## src/rtl/bst_pkg.sv

```systemverilog
package bst_pkg;
  typedef enum logic [2:0] {
    S_IDLE, S_READ, S_CMP, S_WNEW, S_WPAR
  } stateT;

  typedef struct packed {
    logic loadItem;
    logic stepChild;
    logic latchParent;
    logic writeNew;
    logic writePar;
    logic bumpFree;
  } ctrlT;
endpackage

```

## src/rtl/bst_datapath.sv

```systemverilog
module bst_datapath
  import bst_pkg::*;
#(
  parameter int DATA_W = 14,
  parameter int ADDR_W = 11
) (
  input  logic                        clk,
  input  logic                        rst_n,
  input  ctrlT                        ctl,
  input  logic [DATA_W-1:0]           inData,
  input  logic [DATA_W+2*ADDR_W-1:0]  memRdata,
  output logic [ADDR_W-1:0]           memAddr,
  output logic                        memWe,
  output logic [DATA_W+2*ADDR_W-1:0]  memWdata,
  output logic                        treeEmpty,
  output logic                        full,
  output logic                        childNull,
  output logic [ADDR_W-1:0]           rootAddr
);
  localparam int WORD_W = DATA_W + 2*ADDR_W;
  localparam logic [ADDR_W-1:0] NULL_A = '1;

  logic [DATA_W-1:0] itemQ;
  logic [ADDR_W-1:0] curQ, freeQ;
  logic [WORD_W-1:0] parWordQ;
  logic              dirRightQ;

  logic [DATA_W-1:0] rdVal;
  logic [ADDR_W-1:0] rdLeft, rdRight, child;
  logic              goRight;

  assign rdVal   = memRdata[WORD_W-1 -: DATA_W];
  assign rdLeft  = memRdata[2*ADDR_W-1 -: ADDR_W];
  assign rdRight = memRdata[ADDR_W-1:0];
  assign goRight = itemQ >= rdVal;
  assign child   = goRight ? rdRight : rdLeft;
  assign childNull = child == NULL_A;

  always_ff @(posedge clk) begin
    if (!rst_n) begin
      itemQ     <= '0;
      curQ      <= '0;
      freeQ     <= '0;
      parWordQ  <= '0;
      dirRightQ <= 1'b0;
    end else begin
      if (ctl.loadItem) begin
        itemQ <= inData;
        curQ  <= '0;
      end
      if (ctl.stepChild) curQ <= child;
      if (ctl.latchParent) begin
        parWordQ  <= memRdata;
        dirRightQ <= goRight;
      end
      if (ctl.bumpFree) freeQ <= freeQ + 1'b1;
    end
  end

  logic [WORD_W-1:0] patched;
  always_comb begin
    patched = parWordQ;
    if (dirRightQ) patched[ADDR_W-1:0] = freeQ;
    else           patched[2*ADDR_W-1 -: ADDR_W] = freeQ;
  end

  assign memWe    = ctl.writeNew | ctl.writePar;
  assign memAddr  = ctl.writeNew ? freeQ : curQ;
  assign memWdata = ctl.writeNew ? {itemQ, NULL_A, NULL_A} : patched;

  assign treeEmpty = freeQ == '0;
  assign full      = freeQ == NULL_A;
  assign rootAddr  = treeEmpty ? NULL_A : '0;

  // the allocation pointer only ever moves forward by one
  assert_free_step_R5: assert property (@(posedge clk) disable iff (!rst_n)
    !$stable(freeQ) |-> freeQ == ADDR_W'($past(freeQ) + 1'b1));

  // the null address is never written
  assert_no_null_write_R6: assert property (@(posedge clk) disable iff (!rst_n)
    memWe |-> memAddr != NULL_A);
endmodule

```

## src/rtl/bst_control.sv

```systemverilog
module bst_control
  import bst_pkg::*;
#(
  parameter int DATA_W  = 14,
  parameter int MAX_VAL = 9999
) (
  input  logic              clk,
  input  logic              rst_n,
  input  logic              inValid,
  input  logic [DATA_W-1:0] inData,
  input  logic              treeEmpty,
  input  logic              full,
  input  logic              childNull,
  output logic              inReady,
  output logic              insDone,
  output ctrlT              ctl
);
  localparam logic [DATA_W-1:0] MAX_V = DATA_W'(MAX_VAL);

  stateT state, stateNx;

  always_ff @(posedge clk) begin
    if (!rst_n) state <= S_IDLE;
    else        state <= stateNx;
  end

  always_comb begin
    stateNx = state;
    ctl     = '0;
    insDone = 1'b0;
    inReady = 1'b0;
    unique case (state)
      S_IDLE: begin
        inReady = !full;
        if (inValid && !full && inData <= MAX_V) begin
          ctl.loadItem = 1'b1;
          stateNx = treeEmpty ? S_WNEW : S_READ;
        end
      end
      S_READ: stateNx = S_CMP;
      S_CMP: begin
        ctl.latchParent = 1'b1;
        if (childNull) stateNx = S_WNEW;
        else begin
          ctl.stepChild = 1'b1;
          stateNx = S_READ;
        end
      end
      S_WNEW: begin
        ctl.writeNew = 1'b1;
        if (treeEmpty) begin
          ctl.bumpFree = 1'b1;
          insDone = 1'b1;
          stateNx = S_IDLE;
        end else stateNx = S_WPAR;
      end
      S_WPAR: begin
        ctl.writePar = 1'b1;
        ctl.bumpFree = 1'b1;
        insDone = 1'b1;
        stateNx = S_IDLE;
      end
      default: stateNx = S_IDLE;
    endcase
  end

  // every read cycle is followed by its compare cycle
  assert_read_cmp_R8: assert property (@(posedge clk) disable iff (!rst_n)
    state == S_READ |=> state == S_CMP);

  // completion is a single-cycle pulse
  assert_done_pulse_R9: assert property (@(posedge clk) disable iff (!rst_n)
    insDone |=> !insDone);
endmodule

```

## src/rtl/bst_insert.sv

```systemverilog
module bst_insert
  import bst_pkg::*;
#(
  parameter int DATA_W  = 14,
  parameter int ADDR_W  = 11,
  parameter int MAX_VAL = 9999
) (
  input  logic                        clk,
  input  logic                        rst_n,
  input  logic                        inValid,
  input  logic [DATA_W-1:0]           inData,
  output logic                        inReady,
  output logic [ADDR_W-1:0]           memAddr,
  output logic                        memWe,
  output logic [DATA_W+2*ADDR_W-1:0]  memWdata,
  input  logic [DATA_W+2*ADDR_W-1:0]  memRdata,
  output logic [ADDR_W-1:0]           rootAddr,
  output logic                        insDone,
  output logic                        full
);
  ctrlT ctl;
  logic treeEmpty, childNull;

  bst_control #(.DATA_W(DATA_W), .MAX_VAL(MAX_VAL)) u_ctl (
    .clk(clk), .rst_n(rst_n), .inValid(inValid), .inData(inData),
    .treeEmpty(treeEmpty), .full(full), .childNull(childNull),
    .inReady(inReady), .insDone(insDone), .ctl(ctl)
  );

  bst_datapath #(.DATA_W(DATA_W), .ADDR_W(ADDR_W)) u_dp (
    .clk(clk), .rst_n(rst_n), .ctl(ctl), .inData(inData),
    .memRdata(memRdata), .memAddr(memAddr), .memWe(memWe),
    .memWdata(memWdata), .treeEmpty(treeEmpty), .full(full),
    .childNull(childNull), .rootAddr(rootAddr)
  );

  // a full engine never offers to accept
  assert_full_stall_R6: assert property (@(posedge clk) disable iff (!rst_n)
    full |-> !inReady);

  // an over-range item causes no write and leaves the engine ready
  assert_drop_no_write_R4: assert property (@(posedge clk) disable iff (!rst_n)
    (inValid && inReady && inData > DATA_W'(MAX_VAL)) |=> (!memWe && inReady));
endmodule

```

## config.mk

```make
export PLATFORM = sky130hd
export DESIGN_NAME = bst_insert
export DESIGN_NICKNAME = d
export VERILOG_FILES = /design/src/rtl/bst_pkg.sv /design/src/rtl/bst_datapath.sv /design/src/rtl/bst_control.sv /design/src/rtl/bst_insert.sv
export SDC_FILE = /design/constraint.sdc
export NUM_CORES = 1
export LEC_CHECK = 0
export BUFFER_PORTS_ARGS = -buffer_cell sky130_fd_sc_hd__buf_2
export CAP_MARGIN = 15
export CORE_MARGIN = 5
export CORE_UTILIZATION = 55
export CTS_CLUSTER_DIAMETER = 40
export DETAILED_ROUTE_END_ITERATION = 6
export MAX_ROUTING_LAYER = met4
export PLACE_DENSITY = 0.93
export REMOVE_ABC_BUFFERS = 1
export SLEW_MARGIN = 30
export SYNTH_ARGS = -nofsm -noshare
export SYNTH_HDL_FRONTEND = slang
export SYNTH_SLANG_ARGS = --single-unit
```

## constraint.sdc

```tcl
create_clock -name clk -period 5.2 [get_ports clk]
set_clock_uncertainty 0.05 [all_clocks]
set_input_delay 0.78 -clock clk [delete_from_list [all_inputs] [get_ports clk]]
set_output_delay 0.78 -clock clk [all_outputs]
set_load 0.1 [all_outputs]
```

==> flow_summary.toml <==
[worst_hold_path]
min-delay-start = "u_dp.parWordQ[24]$_SDFFE_PN0N_"
min_path_type = "flop to flop"

[yosys]
netlist_instances = 549
yosysTopAreaCell = "dfxtp_1"
netlist.area_leader.share = 0.347
syn_area_sq_um = 4390
ys_types = 57
synth_ff_type = "dfxtp_1"
synth_area_leaders = "dfxtp_1, nand2_1, a21oi_1"
async_flop_share = 0
syn_avg_cell_area_sq_um = 7.99
synth_edf_count = 0
yosysSeqAreaShare = 0.347
ys.warnings.count = 0
synth-seq-cells = 76

[placement]
io_buffers = 114
place_hpwl_mm = 8.89
place.gp.congestion = 0.929

[floorplan]
ios = 115
core-area_sq_um = 7730
die_y_um = 99.3
start_util = 0.568
fp.dieW_um = 99.3
dieArea_sq_um = 9860
rows = 32

[worst_setup_path]
start_kind = "flop"
crit_start = "u_ctl.state[0]$_SDFFE_PN0P_"
crit_fanout = 22
arrival_ns = 2.50
cp.required_ns = 4.37
path_class = "flop to output pin"
r2r_start = "u_dp.itemQ[7]$_SDFFE_PN0P_"
endpoint_kind = "output pin"

[cells_and_area]
postLayoutCoreUtil = 0.658
num-fill-cells = 616
n_antenna_cell = 0
mostFrequentLayoutCells = "nand2_1, buf_2, dfxtp_1, a21oi_1, nand4_1"
final_common_cell = "nand2_1"
areaGrowthSynthToFinish_pct = 16.0
drive_gt1_frac = 0.272
nets = 697

[power]
leakagePower_nw = 2.25
ir_drop_v = 0.000204
powerDensity_nw_per_um2 = 373
total_power_mw = 1.90

[sta]
min_period_over_period = 0.640
setup_tns_ns = 0
final_hold_viol_count = 0
slew_headroom = 0.484
worst_pin_slew_ns = 0.773
min_period_ns = 3.33
whs_ns = 0.404
rsz0062_at_grt = "false"
drv_slew = 0
setup_violations = 0
fmax_mhz = 300

[clock_network]
cts_buffers = 9
cts_tree = "done"
cts_resized = 0
cts_setup_buffers = 0
clockRootBuffer = "clkbuf_8"
hold_buffers = 0
clk_latency_ns = 0.35
clock_path_buffers = 2
htreeDepth = 3
clkTransAtPathRegs_ns = 0.07
clock_sinks = 76

[detailed_routing]
totalWireLength_mm = 12.6
drc_errors = 0
ant_nets = 0
drt_iter0_drc = 396
wire_per_inst_um = 17.2
via_per_inst = 6.06
vias = 4455
first_pass_iters = 5

[grt]
grtUsageTotal = 0.265
antenna_found_initial = 0
grt_first_pass_wirelength_mm = 20.9
grt_pass1_vias = 4281
grt_overflow_total = 0
grt_max_degree = 75

[run_status]
status = "finished clean"

[flow_run]
maxCapViolations = 0
## state kept, by name, indices dropped and copies added, names as in the netlist
register	count
u_dp.freeQ	11
u_dp.itemQ	14
u_dp.dirRightQ	1
u_ctl.state	3
u_dp.curQ	11
u_dp.parWordQ	36
## per-stage QoR
| stage | setup slack [ns] | cells | cell area [sq um] |
|---|---|---|---|
| floorplan | -3.80 | 498 | 4110 |
| global placement | 2.15 | 719 | 4850 |
| detailed placement | 1.99 | 719 | 4850 |
| CTS | 1.91 | 735 | 5090 |
| global route | 1.80 | 735 | 5090 |
| finish | 1.87 | 735 | 5090 |
## worst paths after layout
check                                                       to  slack, ns  depth (start not counted)
worst max-delay path                                   insDone       1.87                          4
worst max register to register       u_dp.curQ[4]$_SDFFE_PN0P_       2.48                          7
worst min-delay path            u_dp.parWordQ[24]$_SDFFE_PN0N_       0.40                          2
worst min register to register  u_dp.parWordQ[24]$_SDFFE_PN0N_       0.40                          2
## logic make-up after synthesis
family,synth area share
AO/OA/AOI/OAI,0.149
flip-flops,0.347
multiplexers,0.109
XOR/XNOR,0.0180
buffers and inverters,0.0813
adder cells (fa/ha/maj),0.0456
AND/OR/NAND/NOR,0.251
## area by class of cell
type / count / area, sq um / share of cell area
sequential: 76 / 1520 / 0.299
clock buffer: 12 / 165 / 0.0325
multi-input combinational: 401 / 2510 / 0.494
tap: 102 / 128 / 0.0251
inverter: 21 / 81.3 / 0.0160
timing repair buffer: 119 / 608 / 0.120
clock inverter: 4 / 70.1 / 0.0138
## critical path, stage by stage (launching register included)
cell     delay [ns]
dfxtp_1        0.56
and3b_1        0.22
buf_4          0.33
a41o_1         0.52
buf_2          0.52
## Yosys cell counts (all sizes together) (2+ instances only)
cell	instances
a221oi	4
and4	8
nor4	5
xnor2	5
a21boi	2
xor2	4
nor2b	2
and2	4
o21bai	2
dfxtp	76
o311ai	2
mux2	21
nor3	3
clkbuf	22
o211ai	4
nor3b	2
nor2	19
nand3	6
a21oi	57
ha	16
buf	29
inv	21
mux2i	24
a31oi	22
nand2	140
o21ai	8
nand4	30
## per-layer routing
metal | vias to the layer above | GRT usage | share of wire
met1 | 2078 | 0.321 | 0.40
met4 | 0 | 0.103 | 0.035
met3 | 48 | 0.0470 | 0.077
met5 | - | - | 0
met2 | 257 | 0.440 | 0.49
li1 | 2072 | - | -
## report_power, final
part	switching, mW	internal [mW]	leakage [nW]
Combinational	0.570	0.145	1.51
Sequential	0.0331	0.627	0.618
Clock	0.217	0.308	0.122
No activity file was read; power rests on OpenSTA's default activity.
